[config.mk]
export PLATFORM = sky130hd
export DESIGN_NAME = dac_sample_fifo
export DESIGN_NICKNAME = d
export VERILOG_FILES = /design/src/rtl/dsf_pkg.sv /design/src/rtl/dsf_ctrl.sv /design/src/rtl/dsf_data.sv /design/src/rtl/dac_sample_fifo.sv
export SDC_FILE = /design/constraint.sdc
export NUM_CORES = 1
export LEC_CHECK = 0
export ABC_AREA = 1
export BUFFER_PORTS_ARGS = -buffer_cell sky130_fd_sc_hd__buf_2
export CAP_MARGIN = 15
export CORE_MARGIN = 8
export CORE_UTILIZATION = 40
export DETAILED_ROUTE_END_ITERATION = 8
export GPL_ROUTABILITY_DRIVEN = 0
export MAX_ROUTING_LAYER = met4
export SKIP_CTS_REPAIR_TIMING = 1
export SLEW_MARGIN = 40
export SYNTH_ARGS = -nofsm -noshare
export SYNTH_HDL_FRONTEND = slang
export SYNTH_SLANG_ARGS = --single-unit
export TNS_END_PERCENT = 30
[constraint.sdc]
create_clock -name clk -period 3.3 [get_ports clk]
set_input_delay 0.66 -clock clk [delete_from_list [all_inputs] [get_ports clk]]
set_output_delay 0.66 -clock clk [all_outputs]
set_load 0.005 [all_outputs]
[src/rtl/dsf_pkg.sv]
package dsf_pkg;

  typedef enum logic [1:0] {
    MODE_BYPASS = 2'd0,
    MODE_NORMAL = 2'd1,
    MODE_SWING  = 2'd2,
    MODE_RSVD   = 2'd3
  } opMode_e;

  // strobes from control to datapath for one clock
  typedef struct packed {
    logic store;    // write wrData into the entry at wAddr
    logic takeIn;   // load dacOut from wrData
    logic takeMem;  // load dacOut from the entry at rAddr
  } dpStrobe_t;

endpackage

[src/rtl/dsf_ctrl.sv]
module dsf_ctrl
  import dsf_pkg::*;
#(
  parameter int PW = 3
) (
  input  logic          clk,
  input  logic          rstN,
  input  logic [1:0]    opMode,
  input  logic          trigSel,
  input  logic          hwTrig,
  input  logic          swTrig,
  input  logic          wrEn,
  input  logic          fifoClr,
  input  logic [PW:0]   wmLevel,
  output dpStrobe_t     strobe,
  output logic [PW-1:0] wAddr,
  output logic [PW-1:0] rAddr,
  output logic [PW-1:0] rdPtr,
  output logic [PW-1:0] wrPtr,
  output logic          full,
  output logic          nearlyEmpty,
  output logic          watermark,
  output logic          overflow,
  output logic          underflow
);

  localparam int          DEPTH   = 1 << PW;
  localparam logic [PW:0] FULLCNT = (PW+1)'(DEPTH);
  localparam logic [PW:0] ONECNT  = (PW+1)'(1);

  opMode_e       modeE;
  logic [PW:0]   cnt, cntNxt;
  logic [PW-1:0] rdP, wrP;
  logic          dirUp, dirNext;
  logic          isFifo, isSwing, trig;
  logic          isFull, isOne, isEmpty;
  logic          moveUp, moveDn, wrOk, ovfNow, udfNow;

  assign modeE = opMode_e'(opMode);

  always_comb begin
    isFifo  = (modeE == MODE_NORMAL) || (modeE == MODE_SWING);
    isSwing = (modeE == MODE_SWING);
    trig    = isFifo && (trigSel ? swTrig : hwTrig);
    isFull  = (cnt == FULLCNT);
    isOne   = (cnt == ONECNT);
    isEmpty = (cnt == '0);

    // swing direction for this trigger: turn at the two boundaries
    dirNext = 1'b1;
    if (isSwing) begin
      if (dirUp && isOne)        dirNext = 1'b0;
      else if (!dirUp && isFull) dirNext = 1'b1;
      else                       dirNext = dirUp;
    end

    moveUp = 1'b0;
    moveDn = 1'b0;
    udfNow = 1'b0;
    if (trig && !fifoClr) begin
      if (isSwing) begin
        if (isEmpty)      udfNow = 1'b1;
        else if (dirNext) moveUp = 1'b1;
        else              moveDn = 1'b1;
      end else begin
        if (cnt < (PW+1)'(2)) udfNow = 1'b1;
        else                  moveUp = 1'b1;
      end
    end

    // a write needs a free entry after this cycle's pointer move
    wrOk   = isFifo && wrEn && !fifoClr && !isFull &&
             !(moveDn && (cnt == FULLCNT - ONECNT));
    ovfNow = isFifo && wrEn && !fifoClr && !wrOk;

    cntNxt = cnt + (PW+1)'(wrOk) - (PW+1)'(moveUp) + (PW+1)'(moveDn);

    rAddr = moveDn ? (rdP - 1'b1) : (rdP + 1'b1);
    wAddr = wrP;

    strobe.store   = wrOk;
    strobe.takeIn  = !fifoClr && wrEn && (!isFifo || (wrOk && isEmpty));
    strobe.takeMem = moveUp || moveDn;
  end

  always_ff @(posedge clk or negedge rstN) begin
    if (!rstN) begin
      cnt       <= '0;
      rdP       <= '0;
      wrP       <= '0;
      dirUp     <= 1'b1;
      overflow  <= 1'b0;
      underflow <= 1'b0;
    end else if (fifoClr) begin
      cnt       <= '0;
      rdP       <= '0;
      wrP       <= '0;
      dirUp     <= 1'b1;
      overflow  <= 1'b0;
      underflow <= 1'b0;
    end else begin
      cnt       <= cntNxt;
      overflow  <= ovfNow;
      underflow <= udfNow;
      if (wrOk)   wrP <= wrP + 1'b1;
      if (moveUp) rdP <= rdP + 1'b1;
      if (moveDn) rdP <= rdP - 1'b1;
      if (!isSwing)               dirUp <= 1'b1;
      else if (moveUp || moveDn)  dirUp <= moveUp;
    end
  end

  assign rdPtr       = rdP;
  assign wrPtr       = wrP;
  assign full        = isFull;
  assign nearlyEmpty = isOne;
  assign watermark   = (cnt < wmLevel);

endmodule

[src/rtl/dsf_data.sv]
module dsf_data
  import dsf_pkg::*;
#(
  parameter int DW = 12,
  parameter int PW = 3
) (
  input  logic          clk,
  input  logic          rstN,
  input  dpStrobe_t     strobe,
  input  logic [PW-1:0] wAddr,
  input  logic [PW-1:0] rAddr,
  input  logic [DW-1:0] wrData,
  output logic [DW-1:0] dacOut
);

  localparam int DEPTH = 1 << PW;

  logic [DW-1:0] mem [DEPTH];

  for (genvar e = 0; e < DEPTH; e++) begin : g_ent
    always_ff @(posedge clk) begin
      if (strobe.store && (wAddr == PW'(e))) mem[e] <= wrData;
    end
  end

  always_ff @(posedge clk or negedge rstN) begin
    if (!rstN)               dacOut <= '0;
    else if (strobe.takeIn)  dacOut <= wrData;
    else if (strobe.takeMem) dacOut <= mem[rAddr];
  end

endmodule

[src/rtl/dac_sample_fifo.sv]
module dac_sample_fifo
  import dsf_pkg::*;
#(
  parameter int DEPTH_LOG2 = 3,
  parameter int DATA_W     = 12
) (
  input  logic                  clk,
  input  logic                  rstN,
  input  logic [1:0]            opMode,
  input  logic                  trigSel,
  input  logic                  hwTrig,
  input  logic                  swTrig,
  input  logic                  wrEn,
  input  logic [DATA_W-1:0]     wrData,
  input  logic                  fifoClr,
  input  logic [DEPTH_LOG2:0]   wmLevel,
  output logic [DATA_W-1:0]     dacOut,
  output logic [DEPTH_LOG2-1:0] rdPtr,
  output logic [DEPTH_LOG2-1:0] wrPtr,
  output logic                  full,
  output logic                  nearlyEmpty,
  output logic                  watermark,
  output logic                  overflow,
  output logic                  underflow,
  output logic [2:0]            depthCode
);

  localparam int PW = DEPTH_LOG2;

  dpStrobe_t     strobe;
  logic [PW-1:0] wAddr, rAddr;

  dsf_ctrl #(.PW(PW)) u_ctrl (
    .clk, .rstN, .opMode, .trigSel, .hwTrig, .swTrig, .wrEn, .fifoClr,
    .wmLevel, .strobe, .wAddr, .rAddr, .rdPtr, .wrPtr, .full,
    .nearlyEmpty, .watermark, .overflow, .underflow
  );

  dsf_data #(.DW(DATA_W), .PW(PW)) u_data (
    .clk, .rstN, .strobe, .wAddr, .rAddr, .wrData, .dacOut
  );

  // depth code n stands for 2^(n+1) entries
  assign depthCode = 3'(DEPTH_LOG2 - 1);

endmodule

==> metrics.yaml, run 1 <==
run_status:
  run_status: "finished, final reports clean"
die:
  num_io_pins: 51
  chipWidth_um: 135
  initial_utilization_pct: 40.8
  floorplan.die_area_um2: 18100
  rows: 43
  chipHeight_um: 135
  design.core.area_um2: 13800
sta:
  fraction_of_the_cycle_the_final_worst_path_needs_pct: 90.8
  grt_setup_unrepaired: "no"
  setup_viol_count_final: 0
  finalCriticalPeriod_ps: 3000
  maxClockFrequency_ghz: 0.334
  worst_case_setup_margin_in_the_final_layout_ps: 304
  timing.final.max_slew_violations: 0
  hold_ws_ps: 281
  setup_tns_ps: 0
  slew-limit-headroom_pct: 51.7
  timing_hold_violations_final: 0
  worst_pin_slew_ps: 723
  fin_skew_ps: 8.34
layout:
  final_layout_size_suffix_gt1_share_pct: 18.5
  most_common_cell_after_layout_fill_and_taps_aside: "edfxtp_1"
  layout_common_cells: "edfxtp_1, nand2_1, nor2_1"
  fin_nets: 628
  synthToLayoutAreaGrowth_pct: 16.9
  antenna_cells: 0
clock_network:
  tritoncts_num_sinks: 121
  root_buffer: "clkbuf_16"
  cts_buffer_depth: 2
  clk_latency_ps: 410
  clk_transition_reported_paths_ps: 50
  cts_inserted_buffers: 17
  cts_tree: "done"
  cts_max_level: 4
setup_path:
  worstSetupStartpointType: "flip-flop"
  worstRegToRegCells: 16
  launch_instance_of_the_worst_register_to_register_path: "u_ctrl.cnt[2]"
  timing.critical_path.to_type: "flip-flop"
  critPathMaxFanout: 15
  worstPathRequired_ps: 3650
  critPathArrivalTime_ps: 3340
  regToRegSetupSlack_ps: 300
  regToRegEndpoint: "u_data.dacOut[6]"
  critPathKind: "flip-flop to flip-flop"
  crit_path_start: "u_ctrl.cnt[2]"
drt:
  drc_errors: 0
  wire_per_inst_um: 17.1
  wirelength_um: 13300
  ant_nets: 0
  num_vias: 3965
  first_pass_iters: 5
  drt_first_iter_violations: 251
  via_to_cell_ratio: 5.12
global_route:
  grt_pass1_wl_um: 21300
  grt_remaining_overflow: 0
  grt_pass1_vias: 4096
  track_usage_pct: 15.9
  antenna_found_initial: 0
  grt_start_max_net_pins: 59
power_and_ir_drop:
  power.internal_w: 0.00304
  share_clk_of_total_power_pct: 36.8
  pwr-share-seq_pct: 43.9
  power.net_switching_w: 0.00117
  p_per_area_nw_per_um2: 640
  part_of_the_power_in_combinational_logic_pct: 19.3
  p_leak_nw: 2.72
  power.ir.vdd_worst_mv: 0.336
  p_sw_share_pct: 27.8
placement:
  pre_cts_slack_ps: 94.7
  numPortBuffers: 47
  place_hpwl_um: 8350
synthesis:
  synth.largest_area_cell: "edfxtp_1"
  synth-seq-cells: 121
  synth_cells: 527
  seq_area_frac_synth_pct: 62.3
  avgSynthCellArea_um2: 10.7
  synth_top_cells_by_area: "edfxtp_1, dfrtp_1, nand2_1, o21ai_0, ha_1"
  yosysWarningCount: 0
  post_synth_instance_area_um2: 5640
  yosys_top_cell_area_share_pct: 51.1
  yosys.cell_types.count: 34
min_path:
  timing.hold.worst.class: "input port to asynchronous set/reset pin"
run:
  number_of_maximum_capacitance_constraint_violations: 0
## cells in the mapped netlist (all sizes together)
cell type,number
ha,18
inv,53
nand2,86
o22ai,7
o22a,6
xnor2,1
xor2,1
a21oi,16
fa,3
o21a,1
o211ai,1
edfxtp,96
nor2,64
nor3,7
conb,2
nand3b,12
nand3,42
dfstp,1
o21ai,56
clkbuf,10
buf,19
a211oi,1
dfrtp,24
## power groups by stage
stage | sequential (W) | clock [W] | combinational [W]
6_report | 0.00185 | 0.00155 | 0.000812
2_1_floorplan | 0.00187 | 0 | 0.000525
3_5_place_dp | 0.00188 | 0 | 0.000816
3_3_place_gp | 0.00188 | 0 | 0.000800
4_1_cts | 0.00185 | 0.00157 | 0.000821
5_1_grt | 0.00187 | 0.00163 | 0.000934
## per-layer routing
layer	part of all wire (%)	track usage, %	vias to the layer above
met2	47	24.7	123
met1	45	19.4	1936
met3	6.5	4.31	17
li1	-	-	1889
met5	0	-	-
met4	1.5	5.80	0
## worst max-delay path, cell delays in order, from the launching register on
cell,delay [ps]
dfrtp_1,400
inv_1,140
ha_1,220
nand2_1,90
nor2_2,190
nor2_4,70
nand2_2,130
inv_1,90
fa_1,640
buf_4,270
o21ai_0,120
o22a_1,220
nand2_1,70
nand3_1,70
nand2_1,80
nand2_1,60
nand2_1,50
## how the worst max path moves through the flow
stage                             to  slack, ps  cells after the start
global route        u_data.dacOut[7]         40                     18
CTS                 u_data.dacOut[3]        340                     16
finish              u_data.dacOut[6]        300                     16
global placement    u_data.dacOut[3]        140                     18
floorplan           u_data.dacOut[4]        300                     19
detailed placement  u_data.dacOut[3]         90                     18
## through the flow
step / std cells / power (W) / cell area, um^2 / util, %
6_report: 774 / 0.00421 / 6590 / 47.7
5_1_grt: 774 / 0.00444 / 6590 / 47.7
4_1_cts: 774 / 0.00425 / 6590 / 47.6
3_5_place_dp: 743 / 0.00270 / 6090 / 44.1
3_3_place_gp: 743 / 0.00268 / 6090 / 44.1
2_1_floorplan: 528 / 0.00240 / 5640 / -
## flip-flops by register name (all words and copies together), names as in the netlist
signal / cells
u_ctrl.underflow: 1
u_ctrl.cnt: 4
u_ctrl.rdPtr: 3
u_ctrl.overflow: 1
u_data.mem: 96
u_ctrl.wAddr: 3
u_ctrl.dirUp: 1
u_data.dacOut: 12
## layout make-up
| cell class | count | area, um^2 |
|---|---|---|
| inverter | 53 | 199 |
| tap | 180 | 225 |
| sequential | 121 | 3510 |
| timing repair buffer | 64 | 367 |
| fill | 1255 | 7240 |
| clock buffer | 24 | 462 |
| multi-input combinational | 325 | 1800 |
| clock inverter | 7 | 30.0 |
## kinds of logic (layout without fill, tap and decap cells)
family | after synthesis | after routing | synth area share [%]
compound gates | 88 | 88 | 8.50
xor+xnor | 2 | 2 | 0.311
fa+ha+maj | 21 | 21 | 5.06
buf+inv | 82 | 148 | 6.48
flops | 121 | 121 | 62.3
other cells | 2 | 3 | 0.133
simple gates | 211 | 211 | 17.3
No activity file was read; power rests on OpenSTA's default activity.
==> run 2: changes to the inputs <==
--- a/config.mk
+++ b/config.mk
@@ -13,6 +13,7 @@
 export DETAILED_ROUTE_END_ITERATION = 8
 export GPL_ROUTABILITY_DRIVEN = 0
 export MAX_ROUTING_LAYER = met4
+export REMOVE_ABC_BUFFERS = 1
 export SKIP_CTS_REPAIR_TIMING = 1
 export SLEW_MARGIN = 40
 export SYNTH_ARGS = -nofsm -noshare
==> run 2 against run 1 <==
Against the previous run:
- worst hold slack is essentially flat
- maximum frequency up 3.3%
- utilization up 0.48 points
- sequential power is essentially flat
- final area rose by 1.0%
- routed wire length is 3.4% lower
- global-route usage shrank 0.39 points
- sequential share of layout area fell by 0.53 points
- setup slack better by 95 ps
- critical path type unchanged
==> metrics.yaml, run 2 (synthesis gave the netlist of run 1 again) <==
run_status:
  run_status: "finished, final reports clean"
drt:
  num_vias: 3880  # -2.1%
  drc_errors: 0  # unchanged
  via_to_cell_ratio: 4.99  # -2.6%
  first_pass_iters: 5  # unchanged
  wire_per_inst_um: 16.5  # -3.9%
  wirelength_um: 12800  # -3.4%
  ant_nets: 0  # unchanged
  drt_first_iter_violations: 327  # +30%
layout:
  antenna_cells: 0  # unchanged
  synthToLayoutAreaGrowth_pct: 18.0
  layout_common_cells: "edfxtp_1, nand2_1, nor2_1"
  fin_nets: 631  # +0.48%
  top_reg_by_flops: "u_data.mem"
  most_common_cell_after_layout_fill_and_taps_aside: "edfxtp_1"
  registers_with_the_highest_flip_flop_counts: "u_data.mem (96), u_data.dacOut (12), u_ctrl.cnt (4)"
  final_layout_size_suffix_gt1_share_pct: 20.1  # +1.5 points
  largest_register_ffs: 96  # unchanged
global_route:
  grt_remaining_overflow: 0  # unchanged
  grt_pass1_vias: 3863  # -5.7%
  grt_start_max_net_pins: 59  # unchanged
  grt_pass1_wl_um: 20700  # -2.9%
  track_usage_pct: 15.5  # -0.39 points
  antenna_found_initial: 0  # unchanged
sta:
  maxClockFrequency_ghz: 0.345  # +3.3%
  fraction_of_the_cycle_the_final_worst_path_needs_pct: 87.9  # -2.9 points
  setup_viol_count_final: 0  # unchanged
  worst_pin_slew_ps: 706  # -17.5 ps
  timing_hold_violations_final: 0  # unchanged
  timing.final.max_slew_violations: 0  # unchanged
  fin_skew_ps: 6.48  # -1.85 ps
  grt_setup_unrepaired: "no"
  slew-limit-headroom_pct: 52.9  # +1.2 points
  finalCriticalPeriod_ps: 2900  # -95.0 ps
  hold_ws_ps: 280  # -0.439 ps
  setup_tns_ps: 0  # unchanged
min_path:
  timing.hold.worst.class: "input port to asynchronous set/reset pin"
clock_network:
  cts_buffer_depth: 2  # unchanged
  tritoncts_num_sinks: 121  # unchanged
  root_buffer: "clkbuf_16"
  clk_transition_reported_paths_ps: 50  # about the same
  cts_tree: "done"
  clk_latency_ps: 410  # about the same
  cts_max_level: 4  # unchanged
  cts_inserted_buffers: 17  # unchanged
die:
  design.core.area_um2: 13800  # unchanged
  chipWidth_um: 135  # unchanged
  initial_utilization_pct: 40.8  # unchanged
  chipHeight_um: 135  # unchanged
  floorplan.die_area_um2: 18100  # unchanged
  num_io_pins: 51  # unchanged
  rows: 43  # unchanged
setup_path:
  worstSetupStartpointType: "flip-flop"
  worstPathRequired_ps: 3650  # about the same
  timing.critical_path.to_type: "flip-flop"
  critPathArrivalTime_ps: 3250  # -90 ps
  critPathMaxFanout: 13  # -2
  critPathKind: "flip-flop to flip-flop"
run:
  number_of_maximum_capacitance_constraint_violations: 0  # unchanged
power_and_ir_drop:
  power.ir.vdd_worst_mv: 0.343  # +2.1%
  p_per_area_nw_per_um2: 650  # +1.6%
  p_leak_nw: 2.74  # +0.67%
placement:
  numPortBuffers: 47  # unchanged
  place_hpwl_um: 8150  # -2.3%
==> run 2: per-layer routing <==
metal  track usage (%)  routed length [um]  vias to the layer above
met2              23.8                6090                      116
met1              18.8                5700                     1837
met3              3.94                 702                       27
met5                 -                   0                        -
met4              7.24                 323                        0
li1                  -                   -                     1900
==> run 2: power breakdown <==
part / total [W] / switching, W / internal (W)
clock network: 0.00166 / 0.000642 / 0.00102
logic: 0.000811 / 0.000493 / 0.000318
registers: 0.00185 / 0.0000783 / 0.00177
==> run 2: cell type report <==
class	count	area (um^2)
multi-input combinational	325	1800
sequential	121	3510
clock inverter	13	106
inverter	53	199
timing repair buffer	67	385
clock buffer	19	433
tap	180	225
fill	1255	7170
==> run 2: critical path: stages (launching register included) <==
cell	delay (ps)
dfrtp_1	400
inv_1	130
ha_1	210
nand2_1	80
nor2_2	180
nor2_4	70
nand2_2	120
inv_1	100
fa_1	380
xnor2_1	260
inv_1	110
nand2_4	220
nand2_4	190
nand2_1	100
nand3_1	70
nand2_1	100
nand2_1	60
nand2_1	50
==> run 2: path summary, 6_finish.rpt <==
check                                   from  cells after the start  slack (ps)           endpoint
max                            u_ctrl.cnt[2]                     17         400   u_data.dacOut[7]
min                                     rstN                      1         280   u_data.dacOut[5]
max reg2reg                    u_ctrl.cnt[2]                     17         400   u_data.dacOut[7]
min reg2reg                u_data.dacOut[10]                      2         510  u_data.dacOut[10]
max in group asynchronous               rstN                      1        2580    u_ctrl.wAddr[2]
min in group clk           u_data.dacOut[10]                      2         510  u_data.dacOut[10]
==> run 2: stage by stage <==
step / total power (W) / worst slack, ps / util, % / std cells / area [um^2]
6_report: 0.00432 / 399 / 48.1 / 778 / 6660
5_1_grt: 0.00456 / 156 / 48.1 / 778 / 6660
4_1_cts: 0.00438 / 395 / 48.1 / 778 / 6660
3_5_place_dp: 0.00270 / 149 / 44.2 / 746 / 6120
3_3_place_gp: 0.00268 / 183 / 44.2 / 746 / 6120
2_1_floorplan: 0.00237 / 59.6 / - / 499 / 5480
==> run 3: changes to the inputs <==
--- a/config.mk
+++ b/config.mk
@@ -8,14 +8,16 @@
 export ABC_AREA = 1
 export BUFFER_PORTS_ARGS = -buffer_cell sky130_fd_sc_hd__buf_2
 export CAP_MARGIN = 15
+export CELL_PAD_IN_SITES_DETAIL_PLACEMENT = 2
+export CELL_PAD_IN_SITES_GLOBAL_PLACEMENT = 2
 export CORE_MARGIN = 8
-export CORE_UTILIZATION = 40
+export CORE_UTILIZATION = 39
 export DETAILED_ROUTE_END_ITERATION = 8
 export GPL_ROUTABILITY_DRIVEN = 0
 export MAX_ROUTING_LAYER = met4
+export PLACE_DENSITY = 0.83
 export REMOVE_ABC_BUFFERS = 1
 export SKIP_CTS_REPAIR_TIMING = 1
-export SLEW_MARGIN = 40
 export SYNTH_ARGS = -nofsm -noshare
 export SYNTH_HDL_FRONTEND = slang
 export SYNTH_SLANG_ARGS = --single-unit
==> run 3 against run 2 <==
Against the previous run:
- power rose by 7.5%
- setup slack got worse by 140 ps
- clock power is 13% higher
- maximum frequency decreased by 4.7%
- via count up 9.9%
- global-route usage increased by 6.5 points
- die area increased by 2.3%
- sequential share of layout area decreased by 0.42 points
- sequential cell count is the same
- sequential power is essentially flat
- largest power group is now clock
- highest routed layer unchanged
==> metrics.yaml, run 3 (synthesis gave the netlist of run 1 again) <==
setup_path:
  regToRegSetupSlack_ps: 260  # -140 ps
  worstSetupStartpointType: "flip-flop"
  cpLargestDelayFamily: "simple AND/OR/NAND/NOR gates"
  worstPathRequired_ps: 3660  # about the same
  regToRegEndpoint: "u_data.dacOut[1]"
  crit_path_cell_trace: "inv_1, ha_2, nand3_1, nand2_1, inv_1, nor2_4, nand2_2, inv_1, fa_2, buf_4, nor2_1, o21ai_0, o21ai_1, inv_1, nand3_1, nand3_1, nand2_1, nand2_1, nand2_1"
  critPathMaxFanout: 8  # -5
  timing.critical_path.buf_inv: 5  # +2
  worst_path_max_delay_cell: "fa_2"
  worstRegToRegCells: 19  # +2
  timing.critical_path.to_type: "flip-flop"
  critPathKind: "flip-flop to flip-flop"
  critPathArrivalTime_ps: 3400  # +150 ps
  critPathMaxStageDelay_ps: 500  # +100 ps
  launch_instance_of_the_worst_register_to_register_path: "u_ctrl.cnt[2]"
layout:
  antenna_cells: 0  # unchanged
  final_layout_size_suffix_gt1_share_pct: 20.3  # +0.20 points
  largest_register_ffs: 96  # unchanged
  fin_nets: 630  # -0.16%
  top_reg_by_flops: "u_data.mem"
  registers_with_the_highest_flip_flop_counts: "u_data.mem (96), u_data.dacOut (12), u_ctrl.cnt (4)"
  synthToLayoutAreaGrowth_pct: 19.0
  most_common_cell_after_layout_fill_and_taps_aside: "edfxtp_1"
  layout_common_cells: "edfxtp_1, nand2_1, nor2_1"
  postLayoutCoreUtil_pct: 46.9  # -1.3 points
  fillCellCount: 1492  # +19%
  multiInputGateArea_um2: 1800  # +0.28%
  final-seq-area_um2: 3510  # unchanged
run:
  number_of_maximum_capacitance_constraint_violations: 0  # unchanged
power_and_ir_drop:
  p_per_area_nw_per_um2: 693  # +6.7%
  p_leak_nw: 2.77  # +1.2%
  power.ir.vdd_worst_mv: 0.441  # +28%
global_route:
  grt_pass1_vias: 4916  # +27%
  track_usage_pct: 21.9  # +6.5 points
  antenna_found_initial: 0  # unchanged
  grt_pass1_wl_um: 29200  # +41%
  grt_start_max_net_pins: 59  # unchanged
  grt_remaining_overflow: 0  # unchanged
clock_network:
  clk_transition_reported_paths_ps: 60  # about the same
  cts_tree: "done"
  cts_inserted_buffers: 17  # unchanged
  cts_max_level: 4  # unchanged
  cts_buffer_depth: 2  # unchanged
  root_buffer: "clkbuf_16"
  tritoncts_num_sinks: 121  # unchanged
  clk_latency_ps: 420  # about the same
sta:
  setup_viol_count_final: 0  # unchanged
  fin_skew_ps: 8.03  # +1.55 ps
  setup_tns_ps: 0  # unchanged
  finalCriticalPeriod_ps: 3040  # +142 ps
  grt_setup_unrepaired: "no"
  slew-limit-headroom_pct: 49.2  # -3.7 points
  hold_ws_ps: 311  # +30.5 ps
  timing.final.max_slew_violations: 0  # unchanged
  maxClockFrequency_ghz: 0.329  # -4.7%
  timing_hold_violations_final: 0  # unchanged
  worst_pin_slew_ps: 763  # +56.9 ps
  fraction_of_the_cycle_the_final_worst_path_needs_pct: 92.2  # +4.3 points
drt:
  first_pass_iters: 4  # -1
  ant_nets: 0  # unchanged
  drt_first_iter_violations: 308  # -5.8%
  drc_errors: 0  # unchanged
  wire_per_inst_um: 23.8  # +45%
  via_to_cell_ratio: 5.46  # +9.5%
  num_vias: 4264  # +9.9%
  wirelength_um: 18600  # +45%
die:
  chipWidth_um: 136  # +1.1%
  design.core.area_um2: 14300  # +3.5%
  floorplan.die_area_um2: 18600  # +2.3%
  rows: 44  # +2.3%
  num_io_pins: 51  # unchanged
  initial_utilization_pct: 39.4  # -1.4 points
  chipHeight_um: 136  # +1.1%
run_status:
  run_status: "finished, final reports clean"
placement:
  place_hpwl_um: 11300  # +39%
  numPortBuffers: 47  # unchanged
min_path:
  timing.hold.worst.class: "input port to asynchronous set/reset pin"
## run 3: changes by cell type in the layout (fill, tap and decap cells not counted), sizes merged
cell and change:
clkbuf +6, bufinv +1, buf -1, clkinvlp -5
clkinv -2
## run 3: worst reg2reg max path, cell delays in order, from the launching register on
cell and delay, ps:
dfrtp_1 410, inv_1 160, ha_2 240, nand3_1 100, nand2_1 70, inv_1 60, nor2_4 140, nand2_2 70
inv_1 120, fa_2 500, buf_4 200, nor2_1 170, o21ai_0 140, o21ai_1 150, inv_1 60, nand3_1 80
nand3_1 90, nand2_1 90, nand2_1 60, nand2_1 70
## run 3: per-layer routing
layer  routed length, um  global-route usage (%)  vias up
li1                    -                       -     1899
met1                7540                    25.4     2208
met2                9710                    36.7      117
met3                 800                    3.88       40
met4                 554                    9.88        0
met5                   0                       -        -
## run 3: power breakdown
group	switching, W	internal [W]	leakage, nW	total (W)
combinational	0.000586	0.000326	1.31	0.000913
sequential	0.0000881	0.00177	1.18	0.00186
clock	0.000689	0.00119	0.287	0.00188
total	0.00136	0.00329	2.77	0.00465
## run 3: worst max-delay path by stage
stage                  startpoint                end  slack, ps  cells after the start
finish              u_ctrl.cnt[2]   u_data.dacOut[1]        260                     19
global route        u_ctrl.cnt[2]   u_data.dacOut[1]         20                     19
CTS                 u_ctrl.cnt[2]   u_data.dacOut[4]        190                     17
detailed placement      opMode[0]  u_data.dacOut[10]         30                     18
global placement        opMode[0]      u_ctrl.cnt[2]        200                     14
floorplan               opMode[0]   u_data.dacOut[4]         60                     17
## run 3: per-stage QoR
stage	total power (W)	worst slack (ps)	cell area, um^2	cells
floorplan	0.00237	59.6	5480	499
global placement	0.00268	205	6110	749
detailed placement	0.00277	31.2	6110	749
CTS	0.00469	187	6700	781
global route	0.00484	22.3	6710	781
finish	0.00465	257	6710	781
## run 3: layout make-up
| type | instances | share of cell area, % |
|---|---|---|
| Sequential cell | 121 | 52.3 |
| Multi-Input combinational cell | 325 | 26.9 |
| Clock buffer | 25 | 7.39 |
| Timing Repair Buffer | 66 | 5.69 |
| Tap cell | 184 | 3.43 |
| Inverter | 53 | 2.97 |
| Clock inverter | 7 | 1.36 |
